--- src/rtl/reg_seq_pkg.sv ---
package reg_seq_pkg;

  typedef enum logic [2:0] {
    ST_OFF    = 3'd0,
    ST_SOFT   = 3'd1,
    ST_RUN    = 3'd2,
    ST_BYPASS = 3'd3,
    ST_FAULT  = 3'd4
  } seq_state_e;

  typedef struct packed {
    logic sw_en;
    logic iso_req;
    logic dis_en;
    logic pg_pull_low;
  } seq_outs_t;

endpackage

--- src/rtl/seq_timer.sv ---
// Saturating tick counter with synchronous clear.
module seq_timer #(
  parameter int W = 10
) (
  input  logic         clk,
  input  logic         rst_n,
  input  logic         clr,
  input  logic         adv,
  output logic [W-1:0] cnt
);

  logic [W-1:0] cnt_q, cnt_d;

  always_comb begin
    cnt_d = cnt_q;
    if (clr) begin
      cnt_d = '0;
    end else if (adv && (cnt_q != {W{1'b1}})) begin
      cnt_d = cnt_q + 1'b1;
    end
  end

  always_ff @(posedge clk or negedge rst_n) begin
    if (!rst_n) begin
      cnt_q <= '0;
    end else begin
      cnt_q <= cnt_d;
    end
  end

  assign cnt = cnt_q;

endmodule

--- src/rtl/seq_ramp.sv ---
// Reference ramp: one code toward the target every DIV ticks while running.
module seq_ramp #(
  parameter int CW  = 7,
  parameter int DIV = 4
) (
  input  logic          clk,
  input  logic          rst_n,
  input  logic          clr,
  input  logic          run,
  input  logic          tick,
  input  logic [CW-1:0] target,
  output logic [CW-1:0] code,
  output logic          at_target
);

  logic          step;
  logic [CW-1:0] code_q, code_d;

  generate
    if (DIV <= 1) begin : g_nodiv
      assign step = run && tick;
    end else begin : g_div
      localparam int PW = $clog2(DIV);
      localparam logic [PW-1:0] LAST = PW'(DIV - 1);
      logic [PW-1:0] pre_q, pre_d;

      always_comb begin
        pre_d = pre_q;
        if (clr) begin
          pre_d = '0;
        end else if (run && tick) begin
          pre_d = (pre_q == LAST) ? '0 : pre_q + 1'b1;
        end
      end

      always_ff @(posedge clk or negedge rst_n) begin
        if (!rst_n) begin
          pre_q <= '0;
        end else begin
          pre_q <= pre_d;
        end
      end

      assign step = run && tick && (pre_q == LAST);
    end
  endgenerate

  always_comb begin
    code_d = code_q;
    if (clr) begin
      code_d = '0;
    end else if (step && (code_q < target)) begin
      code_d = code_q + 1'b1;
    end else if (step && (code_q > target)) begin
      code_d = code_q - 1'b1;
    end
  end

  always_ff @(posedge clk or negedge rst_n) begin
    if (!rst_n) begin
      code_q <= '0;
    end else begin
      code_q <= code_d;
    end
  end

  assign code      = code_q;
  assign at_target = (code_q == target);

endmodule

--- src/rtl/reg_seq_ctrl.sv ---
module reg_seq_ctrl
  import reg_seq_pkg::*;
#(
  parameter int CODE_W      = 7,
  parameter int SS_TICKS    = 1000,
  parameter int OCP_TICKS   = 700,
  parameter int RETRY_TICKS = 30000,
  parameter int RAMP_DIV    = 4
) (
  input  logic              clk,
  input  logic              rst_n,
  input  logic              tick_us,
  input  logic              en_pin,
  input  logic              uvlo,
  input  logic              otp,
  input  logic              ilim,
  input  logic              out_ok,
  input  logic              pass_thru,
  input  logic [CODE_W-1:0] target_code,
  output logic              sw_en,
  output logic [CODE_W-1:0] ref_code,
  output logic              dis_en,
  output logic              iso_req,
  output logic              pg_pull_low
);

  localparam int PH_MAX = (SS_TICKS > RETRY_TICKS) ? SS_TICKS : RETRY_TICKS;
  localparam int PH_W   = $clog2(PH_MAX + 1);
  localparam int OC_W   = $clog2(OCP_TICKS + 1);
  localparam logic [PH_W-1:0] SS_LIM  = PH_W'(SS_TICKS);
  localparam logic [PH_W-1:0] RT_LIM  = PH_W'(RETRY_TICKS);
  localparam logic [OC_W-1:0] OCP_LIM = OC_W'(OCP_TICKS);

  seq_state_e    state_q, state_d;
  logic [PH_W-1:0] phase_cnt;
  logic [OC_W-1:0] ocp_cnt;
  logic            ramp_done;
  logic            ramp_clr, ramp_run;
  logic            ocp_watch, ocp_trip;
  logic            ss_expired, retry_expired, hard_fault;
  seq_outs_t       outs;

  // Phase timer: restarts on every state change.
  seq_timer #(.W(PH_W)) u_phase_tmr (
    .clk   (clk),
    .rst_n (rst_n),
    .clr   (state_d != state_q),
    .adv   (tick_us),
    .cnt   (phase_cnt)
  );

  // Current-limit persistence: only while switching under regulation.
  assign ocp_watch = (state_q == ST_SOFT) || (state_q == ST_RUN);

  seq_timer #(.W(OC_W)) u_ocp_tmr (
    .clk   (clk),
    .rst_n (rst_n),
    .clr   (!ilim || !ocp_watch),
    .adv   (tick_us),
    .cnt   (ocp_cnt)
  );

  assign ramp_clr = (state_d == ST_OFF) || (state_d == ST_FAULT);
  assign ramp_run = (state_q == ST_SOFT) || (state_q == ST_RUN) ||
                    (state_q == ST_BYPASS);

  seq_ramp #(.CW(CODE_W), .DIV(RAMP_DIV)) u_ramp (
    .clk       (clk),
    .rst_n     (rst_n),
    .clr       (ramp_clr),
    .run       (ramp_run),
    .tick      (tick_us),
    .target    (target_code),
    .code      (ref_code),
    .at_target (ramp_done)
  );

  assign ocp_trip      = (ocp_cnt >= OCP_LIM);
  assign ss_expired    = (phase_cnt >= SS_LIM);
  assign retry_expired = (phase_cnt >= RT_LIM);
  assign hard_fault    = uvlo || otp;

  // Next-state: enable low dominates, then hard faults, then overcurrent,
  // then completion, then the soft-start deadline.
  always_comb begin
    state_d = state_q;
    if (!en_pin) begin
      state_d = ST_OFF;
    end else begin
      unique case (state_q)
        ST_OFF: begin
          state_d = hard_fault ? ST_FAULT : ST_SOFT;
        end
        ST_SOFT: begin
          if (hard_fault || ocp_trip) begin
            state_d = ST_FAULT;
          end else if (ramp_done && out_ok) begin
            state_d = pass_thru ? ST_BYPASS : ST_RUN;
          end else if (ss_expired) begin
            state_d = ST_FAULT;
          end
        end
        ST_RUN: begin
          if (hard_fault || ocp_trip) begin
            state_d = ST_FAULT;
          end else if (pass_thru) begin
            state_d = ST_BYPASS;
          end
        end
        ST_BYPASS: begin
          if (hard_fault) begin
            state_d = ST_FAULT;
          end else if (!pass_thru) begin
            state_d = ST_RUN;
          end
        end
        ST_FAULT: begin
          if (retry_expired && !hard_fault) begin
            state_d = ST_SOFT;
          end
        end
        default: state_d = ST_OFF;
      endcase
    end
  end

  always_ff @(posedge clk or negedge rst_n) begin
    if (!rst_n) begin
      state_q <= ST_OFF;
    end else begin
      state_q <= state_d;
    end
  end

  // Output decode from the registered state.
  always_comb begin
    unique case (state_q)
      ST_SOFT:   outs = '{sw_en: 1'b1, iso_req: 1'b0, dis_en: 1'b0, pg_pull_low: 1'b1};
      ST_RUN:    outs = '{sw_en: 1'b1, iso_req: 1'b0, dis_en: 1'b0, pg_pull_low: 1'b0};
      ST_BYPASS: outs = '{sw_en: 1'b0, iso_req: 1'b0, dis_en: 1'b0, pg_pull_low: 1'b0};
      ST_FAULT:  outs = '{sw_en: 1'b0, iso_req: 1'b1, dis_en: 1'b0, pg_pull_low: 1'b1};
      default:   outs = '{sw_en: 1'b0, iso_req: 1'b1, dis_en: 1'b1, pg_pull_low: 1'b0};
    endcase
  end

  assign sw_en       = outs.sw_en;
  assign iso_req     = outs.iso_req;
  assign dis_en      = outs.dis_en;
  assign pg_pull_low = outs.pg_pull_low;

endmodule

--- config.mk ---
export PLATFORM = sky130hd
export DESIGN_NAME = reg_seq_ctrl
export DESIGN_NICKNAME = d
export VERILOG_FILES = /design/src/rtl/reg_seq_pkg.sv /design/src/rtl/seq_timer.sv /design/src/rtl/seq_ramp.sv /design/src/rtl/reg_seq_ctrl.sv
export SDC_FILE = /design/constraint.sdc
export NUM_CORES = 1
export LEC_CHECK = 0
export ABC_AREA = 1
export BUFFER_PORTS_ARGS = -buffer_cell sky130_fd_sc_hd__clkbuf_2
export CELL_PAD_IN_SITES_DETAIL_PLACEMENT = 1
export CELL_PAD_IN_SITES_GLOBAL_PLACEMENT = 1
export CORE_MARGIN = 1.5
export CORE_UTILIZATION = 39
export DETAILED_ROUTE_END_ITERATION = 8
export PLACE_DENSITY_LB_ADDON = 0.08
export REMOVE_ABC_BUFFERS = 1
export SETUP_SLACK_MARGIN = 0.2
export SYNTH_ARGS = -nofsm -noshare
export SYNTH_HDL_FRONTEND = slang
export SYNTH_SLANG_ARGS = --single-unit
--- constraint.sdc ---
create_clock -name clk -period 2.7 [get_ports clk]
set_input_delay 0.405 -clock clk [delete_from_list [all_inputs] [get_ports clk]]
set_output_delay 0.405 -clock clk [all_outputs]
set_load 0.005 [all_outputs]
# Yosys cells after proc, flatten, opt, wreduce, memory -nomap -nowiden
# Index checks and enable logic that the tools add are counted.
# totals
register_bits,37
latchBits,0
ramBits,0
mem_bits_ro,0
inputBits,16
out_inout_bits,11
wordCells,71
n_memories,0
# op_classes
add_sub_neg,5
multipliers,0
div_mod_pow,0
order_cmp,5
n_eq_ne,10
shift,0
mux,23
bitwise_logic,0
n_reduce_logical,23
# op_table
cell,count
15-bit 2-to-1 mux,2
3-bit 2-to-1 mux,10
7-bit 2-to-1 mux,3
10-bit 2-to-1 mux,2
4-bit case mux with 4 select lines,1
15-bit by 1-bit adder with 15-bit output (second input constant),1
15-bit by 10-bit greater-or-equal comparator with 1-bit output (second input constant),1
15-bit greater-or-equal comparator (second input constant),1
15-bit inequality test (second input constant),1
3-bit case mux with 5 select lines,1
10-bit by 1-bit adder with 10-bit output (second input constant),1
10-bit greater-or-equal comparator (second input constant),1
10-bit inequality test (second input constant),1
1-bit logical AND,8
7-bit by 1-bit adder with 7-bit output (second input constant),1
7-bit equality test,1
7-bit > comparator,1
7-bit less-than comparator,1
7-bit by 1-bit subtractor with 7-bit output (second input constant),1
3-bit by 2-bit equality test with 1-bit output (second input constant),2
3-bit equality test (second input constant),2
3-bit zero test,2
1-bit logical OR,6
2-bit 2-to-1 mux,3
8 further kinds,12

# Logic depth before layout (Yosys ltp)
# Gate-level depths: netlist of run 1.
# depth
word_depth,9
depth_mapped,20

# Modules after synthesis
# A second synthesis of run 1 with hierarchy kept.
# hier_totals
cells_unflattened,455
hier_area_um2,3059.2
# by_module_without_submodules
module,n_inst,cells_each,area_each_um2,seq_area_each_um2
seq_timer at u_phase_tmr,1,139,969.7,375.4
seq_ramp,1,117,902.1,225.2
seq_timer at u_ocp_tmr,1,95,683.2,250.2
reg_seq_ctrl,1,104,504.2,75.1

# Worst setup path before layout of run 1
# OpenSTA, ideal clock, no wires.
# synth_path
kind,input to register
from,in target_code[6]
to,"reg u_ramp.code_q[6], in the netlist u_ramp.code[6]"
arrival_time_ns,2.484
slack_ns,0.103
stages,20
cell_sequence,inv_1 ha_1 nand2_1 nor2_1 nand2_1 nand2_1 a21oi_1 nand2_1 inv_1 fa_1 o21ai_0 nand2_1 nand2_1 a21oi_1 inv_1 nand2_1 nand3_1 nand2_1 inv_1 nor2_1
# synth_via
elab_chain_cells,9
# synth_rtl
element,line,rtl
from (decl),reg_seq_ctrl.sv:19,"input logic [CODE_W-1:0] target_code,"
7-bit equality test,seq_ramp.sv:68,assign at_target = (code_q == target);
1-bit logical AND,reg_seq_ctrl.sv:97,end else if (ramp_done && out_ok) begin
3-bit 2-to-1 mux,reg_seq_ctrl.sv:97,
3-bit 2-to-1 mux,reg_seq_ctrl.sv:95,if (hard_fault || ocp_trip) begin
3-bit case mux with 5 select lines,reg_seq_ctrl.sv:90,unique case (state_q)
3-bit 2-to-1 mux,reg_seq_ctrl.sv:87,if (!en_pin) begin
3-bit equality test or 3-bit zero test (tied branches),reg_seq_ctrl.sv:63,assign ramp_clr = (state_d == ST_OFF) || (state_d == ST_FAULT);
1-bit logical OR,reg_seq_ctrl.sv:63,
3-bit nonzero test (no source line) or 7-bit 2-to-1 mux (tied branches),n/a,
to (signal assigned),seq_ramp.sv:63,code_q <= code_d;
to (decl),seq_ramp.sv:17,"logic [CW-1:0] code_q, code_d;"
# Several ways; a longest one is shown, not always the timed one.
# A chain may end at the register's enable or synchronous reset.

# Final worst setup path of run 1
# layout_path
from,"reg u_ramp.code_q[3], in the netlist u_ramp.code[3]"
to,"reg u_ramp.code_q[4], in the netlist u_ramp.code[4]"
# layout_via
elab_chain_cells,9
# layout_rtl
element,line
7-bit equality test,seq_ramp.sv:68
1-bit logical AND,reg_seq_ctrl.sv:97
3-bit 2-to-1 mux,reg_seq_ctrl.sv:97
3-bit 2-to-1 mux,reg_seq_ctrl.sv:95
3-bit case mux with 5 select lines,reg_seq_ctrl.sv:90
3-bit 2-to-1 mux,reg_seq_ctrl.sv:87
3-bit equality test or 3-bit zero test (tied branches),reg_seq_ctrl.sv:63
1-bit logical OR,reg_seq_ctrl.sv:63
3-bit nonzero test (no source line) or 7-bit 2-to-1 mux (tied branches),n/a
# Several ways; a longest one is shown, not always the timed one. The select of a mux whose other input is x is not followed.

==> out/results.txt, run 1 <==
DR WL/cell: 13.6 um
Crit Path Class: flip-flop to flip-flop
non-filler cells, final: 533
worst-margin pin slew: 999 ps
largest net degree at the start of global routing: 38
footprint of the multi-input gates: 1680 um^2
Detail Route Antenna Nets: 0
H-tree depth: 2
first-pass GRT wire length: 12200 um
count of cell types in the netlist: 32
Clock Tree Root: clkbuf_8
Crit path top cell by count: nor2_1
placed insts: 519
Post-CTS Hold Buffers: 0
CTS buffer count: 5
Clk pwr share: 40.9%
Design Power: 1.25 mW
Port Buf Inserts: 26
Final GP Congestion: 0.830
fraction of layout cells with a size suffix above 1: 24.5%
relative slew slack: 33.4%
DR pass1 iterations: 4
initial antenna violation count: 0
Max Clock Freq: 383 MHz
clk sinks: 37
clk slew on worst S/H paths: 90 ps
leakage power: 1.59 nW
All-Layer GR Usage: 20.7%
sequential fraction of design power: 45.7%
Critical Path Max Stage Delay: 420 ps
I/O pins: 27
Setup crit start: u_ramp.code[3]$_DFFE_PN0P_
DIE WIDTH: 86.6 um
status: complete, no violations
Core ar.: 6790 um^2
number of synthesized register bits: 37
Std-Cell Rows: 30
# DRC: 0
max-slew violation count: 0
die area: 7500 um^2
CTS tree: done
n_diodes: 0
Pint: 895 uW
Max rail drop VDD: 190 uV
Period Utilization, post-route: 96.7%
DRT iter0 DRCs: 60
Most used DFF post-synth: dfrtp_1
ys async rst share: 100%
startpoint types: flip-flop
slowest CP cell: dfrtp_1
hpwl dp: 5340 um
CTS Buffer Depth: 2
P&R area growth vs syn: 24.7%
Max Cap Viol: 0
Syn Area/Cell: 7.08 um^2
setup_tns: 0 ps
Syn. warnings: 0
crit path capture type: flip-flop
Total Wirelength: 7270 um
Cells after Synth: 385
Finish-stage setup viols: 0
min Tclk post-route: 2610 ps
top cell type's share of synthesized area: 33.9%
dominant cell type by area after synthesis: dfrtp_1
Hold Fails Final Rpt: 0
GR Overflow Total: 0
top post-synthesis cells by area: dfrtp_1 (34%), nand2_1 (13%), inv_1 (8.8%)
via count: 2573
Crit path required time: 2870 ps
worst hold path class: input port to async pin
synthesized area: 2730 um^2
initial core utilization: 40.1%
worst skew pair latency: 300 ps
vias in the first global route: 2726
Clock Skews: 13.5 ps
Pwr per Cell Area: 368 nW/um^2
Critical Path AT: 2780 ps
Gate power share: 13.4%
worst r2r src: u_ramp.code[3]$_DFFE_PN0P_
Register Area: 926 um^2
crit-path max FO: 6
Die Ht: 86.6 um
Layout Nets: 470
filler instances: 896
worst-path cell chain: ha_1, a21oi_2, nor2_1, nor2_1, nand2_1, a21oi_2, nand2_4, ha_4, a21oi_4, o21ai_2, buf_4, buf_4, xnor2_1, nand2_1, o21ai_0, nor2_1
number of synthesized flops with an enable pin: 0
Sw Share: 28.4%
switching pwr: 355 uW
RSZ-0062 raised after global routing: yes
post-synthesis sequential area ratio: 33.9%
Avg Vias per Cell: 4.83
WHS: 259 ps
[sequential cells by signal, indices dropped and copies added (netlist names)]
name and cells:
u_phase_tmr.cnt 15, u_ocp_tmr.cnt 10, u_ramp.code 7, state_q 3, u_ramp.g_div.pre_q 2
[through the flow]
step | setup slack [ps] | utilization (%) | area [um^2]
floorplan | 103 | - | 2700
global placement | -16.0 | 45.0 | 3060
detailed placement | -140 | 45.0 | 3060
CTS | 123 | 48.3 | 3280
global route | -17.2 | 50.1 | 3400
finish | 88.0 | 50.1 | 3400
[cell usage after synthesis, types with 2 or more instances]
cell and count:
nand2_1 98, inv_1 64, nor2_1 42, dfrtp_1 37, nand3_1 26, a21oi_1 18, ha_1 17, o21ai_0 15
nor2_4 11, nor3_1 10, xor2_1 8, inv_2 6, nand2_2 4, nand4_1 4, nor2_2 2, nor3b_1 2
nor4_1 2, o21ai_1 2, o22ai_1 2, or2_2 2, xnor2_1 2
[final cells by class]
class	count	share of cell area, %
Clock buffer	5	2.02
Clock inverter	3	1.36
Inverter	71	7.87
Multi-Input combinational cell	275	49.3
Sequential cell	37	27.2
Tap cell	96	3.53
Timing Repair Buffer	46	8.72
[logic make-up (layout without fill, tap and decap cells)]
kind of cell,after synthesis,count (layout),share of synthesized area [%]
buf+inv,73,125,10.8
xor+xnor,10,10,3.21
flops,37,37,33.9
fa+ha+maj,18,18,8.53
compound gates,40,40,7.66
simple gates,207,207,35.8
[power by group through the flow]
| stage | clock, mW | combinational, mW | sequential (mW) |
|---|---|---|---|
| after global routing | 0.546 | 0.189 | 0.573 |
| after floorplan | 0 | 0.0931 | 0.580 |
| final | 0.512 | 0.167 | 0.571 |
| after global placement | 0 | 0.148 | 0.582 |
| after CTS | 0.530 | 0.152 | 0.572 |
| after detailed placement | 0 | 0.151 | 0.583 |
[critical path, delay by kind of cell, from the launching register on]
family                     cells  cell delay, ps
AOI/OAI and AO/OA              5             610
adders and majority gates      2             490
xor gates and xnor gates       1             230
and+or+nand+nor                6             480
DFF                            1             420
buffers and inverters          2             260
[per-layer routing]
layer / wire (um) / GRT usage (%)
met2: 3620 / 36.6
met4: 104 / 5.72
met5: 0 / 0
met3: 134 / 3.05
met1: 3410 / 26.1
[path summary, 6_finish.rpt]
path,endpoint,slack (ps),depth (start not counted)
min,state_q[0]$_DFF_PN0_,260,1
min in group clk,state_q[2]$_DFF_PN0_,420,3
max in group asynchronous,u_phase_tmr.cnt[9]$_DFFE_PN0P_,1820,1
min reg2reg,u_ramp.g_div.pre_q[1]$_DFFE_PN0P_,550,2
max,u_ramp.code[4]$_DFFE_PN0P_,90,16
max reg2reg,u_ramp.code[4]$_DFFE_PN0P_,90,16
[cell usage in the layout (no fill, tap or decap), types with 3 or more instances in the layout]
| cell | Yosys | routed |
|---|---|---|
| nand2_1 | 98 | 95 |
| inv_1 | 64 | 64 |
| nor2_1 | 42 | 39 |
| dfrtp_1 | 37 | 37 |
| clkbuf_2 | 0 | 26 |
| nand3_1 | 26 | 24 |
| buf_4 | 1 | 18 |
| o21ai_0 | 15 | 13 |
| a21oi_1 | 18 | 12 |
| nor2_4 | 11 | 11 |
| nor3_1 | 10 | 10 |
| ha_1 | 17 | 9 |
| xor2_1 | 8 | 8 |
| ha_4 | 0 | 8 |
| inv_2 | 6 | 6 |
| nand2_2 | 4 | 6 |
| a21oi_2 | 0 | 5 |
| nor2_2 | 2 | 5 |
| clkbuf_8 | 0 | 5 |
| nand4_1 | 4 | 4 |
| o21ai_1 | 2 | 3 |
[what timing repair did]
action,4_1_cts,5_1_grt
endpoints found under the setup margin,3,20
setup buffers,2,4
pin swaps,7,10
resized for setup,18,12
No activity file was read; power rests on OpenSTA's default activity.
==> run 2: changes to the inputs <==
- clock period: 2.7 -> 2.25 ns (I/O delays scaled with it)
==> out/results.txt, run 2 (synthesized netlist as in run 1, its figures left out) <==
status: finished, violations left
failing checks: setup timing
crit path capture type: flip-flop
Layout Nets: 504 (+7.2%)
worst-margin pin slew: 583 ps (-417 ps)
Avg Vias per Cell: 4.97 (+2.9%)
WHS: 16.2 ps (-243 ps)
Finish-stage setup viols: 12 (+12)
Max Clock Freq: 374 MHz (-2.4%)
clk slew on worst S/H paths: 90 ps (about the same)
worst-path cell chain: ha_1, nand2_2, nor2_1, nor2_1, nand2_1, a21oi_2, nand2_4, buf_6, ha_4, a21oi_4, nand2_2, nand2_2, nand2_2, a21oi_2, or2_4, nand3_4, a21oi_2
startpoint types: flip-flop
Std-Cell Rows: 30 (unchanged)
I/O pins: 27 (unchanged)
Worst Setup Slack, final: -426 ps (-514 ps)
Clock Tree Root: clkbuf_8
placed insts: 541 (+4.2%)
relative slew slack: 61.1% (+28 points)
worst hold path class: input port to async pin
largest net degree at the start of global routing: 21 (-45%)
slowest CP cell: dfrtp_1
vias in the first global route: 2982 (+9.4%)
CTS buffer count: 5 (unchanged)
Clock Skews: 13.2 ps (-0.336 ps)
DR WL/cell: 16.4 um (+20%)
Hold Fails Final Rpt: 0 (unchanged)
clk sinks: 37 (unchanged)
# DRC: 0 (unchanged)
Max rail drop VDD: 266 uV (+40%)
Max Cap Viol: 0 (unchanged)
All-Layer GR Usage: 24.7% (+4.0 points)
Crit path required time: 2480 ps (-390 ps)
GR Overflow Total: 0 (unchanged)
worst r2r src: u_ramp.code[5]$_DFFE_PN0P_
leakage power: 1.77 nW (+11%)
CTS Buffer Depth: 2 (unchanged)
RSZ-0062 raised after global routing: yes
Crit Path Class: flip-flop to flip-flop
Critical Path Max Stage Delay: 400 ps (-20 ps)
fraction of layout cells with a size suffix above 1: 34.8% (+10 points)
DRT iter0 DRCs: 76 (+27%)
initial core utilization: 40.1% (unchanged)
hpwl dp: 5830 um (+9.2%)
most frequent cells in the layout: nand2_1 (88), inv_1 (61), buf_4 (42), dfrtp_1 (37), nor2_1 (34)
Crit path top cell by count: nand2_2
commonest non-fill, non-tap cell in the layout: nand2_1
Core ar.: 6790 um^2 (unchanged)
Period Utilization, post-route: 119% (+22 points)
max-slew violation count: 0 (unchanged)
n_diodes: 0 (unchanged)
Total Wirelength: 9280 um (+28%)
Final GP Congestion: 0.833 (+0.30%)
Post-CTS Hold Buffers: 0 (unchanged)
first-pass GRT wire length: 14500 um (+18%)
crit-path max FO: 5 (-1)
DR pass1 iterations: 4 (unchanged)
Detail Route Antenna Nets: 0 (unchanged)
DIE WIDTH: 86.6 um (unchanged)
initial antenna violation count: 0 (unchanged)
Die Ht: 86.6 um (unchanged)
die area: 7500 um^2 (unchanged)
non-filler cells, final: 567 (+6.4%)
max reg flops: 15 (unchanged)
Setup crit start: u_ramp.code[5]$_DFFE_PN0P_
Port Buf Inserts: 26 (unchanged)
worst skew pair latency: 300 ps (about the same)
via count: 2817 (+9.5%)
H-tree depth: 2 (unchanged)
min Tclk post-route: 2680 ps (+64.2 ps)
P&R area growth vs syn: 39.9%
CTS tree: done
Pwr per Cell Area: 390 nW/um^2 (+6.1%)
Critical Path AT: 2900 ps (+120 ps)
## run 2: cell count changes in the layout (fill, tap and decap cells not counted), moves of 2 or more
| cell | before | now |
|---|---|---|
| inv_1 | 64 | 61 |
| nand2_1 | 95 | 88 |
| nand3_1 | 24 | 22 |
| nor2_4 | 11 | 16 |
| a21oi_1 | 12 | 7 |
| nand2_2 | 6 | 12 |
| inv_2 | 6 | 8 |
| nor2_1 | 39 | 34 |
| buf_12 | 1 | 3 |
| a21oi_2 | 5 | 10 |
| buf_4 | 18 | 42 |
| nand3_4 | 1 | 3 |
| buf_6 | 1 | 9 |
## run 2: area by class of cell
| type | instances | area, um^2 |
|---|---|---|
| Sequential cell | 37 | 926 |
| Tap cell | 96 | 120 |
| Fill cell | 893 | 2980 |
| Timing Repair Buffer | 80 | 607 |
| Clock inverter | 3 | 25.0 |
| Clock buffer | 5 | 68.8 |
| Multi-Input combinational cell | 275 | 1790 |
| Inverter | 71 | 275 |
## run 2: what timing repair did
item,in CTS,in global routing
endpoints found under the setup margin,24,25
pin swaps,23,26
gates cloned,0,0
gates resized for setup,54,21
buffers inserted,11,7
## run 2: final timing paths
check                                                     to  slack [ps]  depth (start not counted)
setup / recovery                  u_ramp.code[5]$_DFFE_PN0P_        -430                         17
max in group asynchronous         u_ramp.code[6]$_DFFE_PN0P_        1650                          2
min in group clk                u_ocp_tmr.cnt[5]$_DFFE_PN0P_         370                          3
hold / removal                  u_ocp_tmr.cnt[8]$_DFFE_PN0P_          20                          1
setup reg to reg                  u_ramp.code[5]$_DFFE_PN0P_        -430                         17
hold reg to reg            u_ramp.g_div.pre_q[1]$_DFFE_PN0P_         540                          2
## run 2: where the power goes
| group | leakage, nW | switching (mW) | internal [mW] |
|---|---|---|---|
| clock network | 0.0447 | 0.282 | 0.224 |
| registers | 0.514 | 0.0103 | 0.674 |
| logic | 1.21 | 0.173 | 0.125 |
| total | 1.77 | 0.465 | 1.02 |
## run 2: worst max-delay path, delay by kind of cell, from the launching register on
| kind | cells | cell delay [ps] |
|---|---|---|
| buf+inv | 1 | 150 |
| fa+ha+maj | 2 | 460 |
| simple gates | 10 | 960 |
| flops | 1 | 400 |
| compound gates | 4 | 610 |
## run 2: stage by stage
stage               area, um^2  power, mW  util (%)  TNS (ps)  worst slack, ps
floorplan                 2700      0.808         -      -809             -331
global placement          3260      0.932      48.0     -1210             -398
detailed placement        3260      0.940      48.0     -2100             -517
CTS                       3660       1.49      53.8     -1130             -316
global route              3820       1.56      56.2     -4790             -586
finish                    3820       1.49      56.2     -2020             -426
## run 2: per-layer routing
metal | wire [um] | track usage [%] | part of all wire, %
met5 | 0 | 0 | 0
met4 | 229 | 7.48 | 2.5
met3 | 237 | 3.52 | 2.6
met2 | 4760 | 44.6 | 51
met1 | 4050 | 30.4 | 44
==> run 3: changes to the inputs <==
- MAX_ROUTING_LAYER: unset -> met4
- SYNTH_HIERARCHICAL: unset -> 1
==> out/results.txt, run 3 <==
most frequent cells in the layout: nand2_1 (116), inv_1 (48), buf_4 (47), nand3_1 (43), nor2_1 (42)
Clock Tree Root: clkbuf_8
worst-path cell chain: ha_4, nand2_4, nor2_4, nand2_2, inv_2, nand2_4, nand2_4, inv_2, nand2_2, nand3_2, nand2_2, nand2_2, nand2_1, nand2_1, nor2_1, nand2_1, buf_6, nor2_4, buf_6, buf_12, nand2_2, nand2_1
first-pass GRT wire length: 16100 um (+11%)
die area: 8380 um^2 (+12%)
Critical Path AT: 2820 ps (-80 ps)
Period Utilization, post-route: 115% (-3.9 points)
Crit path required time: 2480 ps (about the same)
Std-Cell Rows: 32 (+6.7%)
Final GP Congestion: 0.812 (-2.5%)
GR Overflow Total: 0 (unchanged)
top cells by count, synth: nand2_1 (153), inv_1 (57), nor2_1 (45)
DR pass1 iterations: 4 (unchanged)
R2R setup slack: -340 ps (+90 ps)
number of synthesized flops with an enable pin: 0 (unchanged)
Clock Skews: 10.3 ps (-2.89 ps)
Avg Vias per Cell: 5.12 (+3.1%)
Max Clock Freq: 386 MHz (+3.4%)
worst skew pair latency: 290 ps (about the same)
Detail Route Antenna Nets: 0 (unchanged)
switching pwr: 449 uW (-3.4%)
DR WL/cell: 16.3 um (-0.64%)
Most used DFF post-synth: dfrtp_1
Core ar.: 7650 um^2 (+13%)
Max Cap Viol: 0 (unchanged)
Sw Share: 29.8% (-1.4 points)
slowest CP cell: dfrtp_1
Critical Path Max Stage Delay: 430 ps (+30 ps)
Final Core Density: 54.5% (-1.7 points)
sequential fraction of design power: 45.8% (-0.2 points)
leakage power: 2.10 nW (+19%)
Crit path top cell by count: nand2_2
status: finished, violations left
via count: 3290 (+17%)
CTS Buffer Depth: 2 (unchanged)
Crit Reg-Reg Endpoint: u_phase_tmr/cnt[11]$_DFFE_PN0P_
Hold Fails Final Rpt: 0 (unchanged)
# DRC: 0 (unchanged)
H-tree depth: 2 (unchanged)
DRT iter0 DRCs: 168 (+120%)
Pint: 1.06 mW (+3.4%)
Setup crit start: u_ramp/code[6]$_DFFE_PN0P_
Reg2Reg Depth: 22 (+5)
Total Wirelength: 10400 um (+13%)
worst hold path class: input port to async pin
max-slew violation count: 0 (unchanged)
I/O pins: 27 (unchanged)
hpwl dp: 7030 um (+21%)
Finish-stage setup viols: 23 (+11)
Syn. warnings: 6 (+6)
synthesized area: 3060 um^2 (+12%)
Max rail drop VDD: 252 uV (-5.3%)
Pwr per Cell Area: 362 nW/um^2 (-7.3%)
CTS tree: done
Cells after Synth: 455 (+18%)
initial antenna violation count: 0 (unchanged)
Syn Area/Cell: 6.72 um^2 (-5.1%)
vias in the first global route: 3355 (+13%)
Die Ht: 91.6 um (+5.7%)
crit-path max FO: 7 (+2)
P&R area growth vs syn: 36.2%
max reg flops: 15 (unchanged)
Gate power share: 21.3% (+1.3 points)
largest net degree at the start of global routing: 38 (+81%)
non-filler cells, final: 642 (+13%)
WHS: 105 ps (+88.8 ps)
relative slew slack: 32.9% (-28 points)
crit path capture type: flip-flop
initial core utilization: 40.0% (-0.14 points)
top cell type's share of synthesized area: 30.3% (-3.7 points)
startpoint types: flip-flop
RSZ-0062 raised after global routing: yes
Post-CTS Hold Buffers: 0 (unchanged)
most frequent cell after synthesis: nand2_1
clk slew on worst S/H paths: 80 ps (about the same)
Post-Place Setup Slack: -264 ps (+253 ps)
Buf/Inv on CP: 5 (+4)
CTS buffer count: 5 (unchanged)
top post-synthesis cells by area: dfrtp_1 (30%), nand2_1 (19%), nand3_1 (7.2%)
Layout Nets: 573 (+14%)
placed insts: 618 (+14%)
All-Layer GR Usage: 25.0% (+0.31 points)
Port Buf Inserts: 26 (unchanged)
Crit Path Class: flip-flop to flip-flop
DIE WIDTH: 91.6 um (+5.7%)
clk sinks: 37 (unchanged)
dominant cell type by area after synthesis: dfrtp_1
failing checks: setup timing
fraction of layout cells with a size suffix above 1: 35.4% (+0.55 points)
Clk pwr share: 33.0% (-1.0 points)
n_diodes: 0 (unchanged)
count of cell types in the netlist: 38 (+19%)
post-synthesis sequential area ratio: 30.3% (-3.7 points)
worst-margin pin slew: 1000 ps (+420 ps)
Worst Setup Slack, final: -339 ps (+87.0 ps)
ys async rst share: 100% (unchanged)
CP top delay family: simple AND/OR/NAND/NOR gates
number of synthesized register bits: 37 (unchanged)
commonest non-fill, non-tap cell in the layout: nand2_1
worst r2r src: u_ramp/code[6]$_DFFE_PN0P_
min Tclk post-route: 2590 ps (-87.0 ps)
==> run 3: cell types whose count changed after synthesis, moves of 4 or more <==
cell,previous run,this run
nand2_1,98,153
nand3_1,26,44
nor3_1,10,1
nand4_1,4,12
a21oi_1,18,11
inv_1,64,57
o21ai_0,15,8
o21ai_1,2,7
o21ai_2,0,5
xor2_1,8,4
==> run 3: repair_timing <==
item | in CTS | in global routing
gates resized for setup | 39 | 49
gates cloned | 1 | 0
buffers inserted | 11 | 5
pin swaps | 20 | 24
setup endpoints to repair | 24 | 24
==> run 3: per-stage QoR <==
| stage | instance area (um^2) | TNS (ps) | power [mW] |
|---|---|---|---|
| after floorplan | 3040 | -465 | 0.800 |
| after global placement | 3600 | -2860 | 0.921 |
| after detailed placement | 3600 | -5280 | 0.928 |
| after CTS | 3960 | -2800 | 1.49 |
| after global routing | 4170 | -9120 | 1.58 |
| final | 4170 | -5770 | 1.51 |
==> run 3: logic make-up after synthesis <==
| family | share of synthesized area, % |
|---|---|
| compound gates | 7.73 |
| buf+inv | 8.51 |
| simple gates | 43.7 |
| flops | 30.3 |
| xor+xnor | 2.58 |
| fa+ha+maj | 7.20 |
==> run 3: cell type report <==
class | instances | area (um^2)
Clock inverter | 1 | 7.51
Tap cell | 102 | 128
Clock buffer | 6 | 82.6
Inverter | 63 | 246
Sequential cell | 37 | 926
Fill cell | 1007 | 3480
Multi-Input combinational cell | 351 | 2160
Timing Repair Buffer | 82 | 618
==> run 3: worst max-delay path by stage <==
stage | to | slack [ps] | depth (start not counted)
after detailed placement | u_phase_tmr/cnt[14]$_DFFE_PN0P_ | -260 | 21
after global routing | u_phase_tmr/cnt[11]$_DFFE_PN0P_ | -500 | 22
final | u_phase_tmr/cnt[11]$_DFFE_PN0P_ | -340 | 22
after CTS | u_phase_tmr/cnt[7]$_DFFE_PN0P_ | -170 | 21
after global placement | u_ramp/code[5]$_DFFE_PN0P_ | -160 | 14
after floorplan | u_phase_tmr/cnt[10]$_DFFE_PN0P_ | -130 | 18
==> run 3: worst register-to-register path, cell delays in order (launching register included) <==
cell	delay (ps)
dfrtp_1	430
ha_4	310
nand2_4	60
nor2_4	120
nand2_2	90
inv_2	80
nand2_4	60
nand2_4	70
inv_2	40
nand2_2	60
nand3_2	60
nand2_2	80
nand2_2	60
nand2_1	70
nand2_1	50
nor2_1	120
nand2_1	100
buf_6	130
nor2_4	140
buf_6	130
buf_12	130
nand2_2	60
nand2_1	70
==> run 3: power by group through the flow <==
stage | Clock (mW) | Sequential, mW | Combinational [mW]
after floorplan | 0 | 0.696 | 0.104
after global placement | 0 | 0.697 | 0.225
after detailed placement | 0 | 0.698 | 0.230
after CTS | 0.516 | 0.685 | 0.287
after global routing | 0.542 | 0.691 | 0.351
final | 0.497 | 0.690 | 0.321
==> run 3: layer usage <==
layer,global-route usage (%),vias to the layer above,wire length (um)
met5,-,-,0
met4,4.30,0,156
met3,3.27,16,361
met2,42.3,62,5270
met1,32.3,1596,4650
li1,-,1616,-
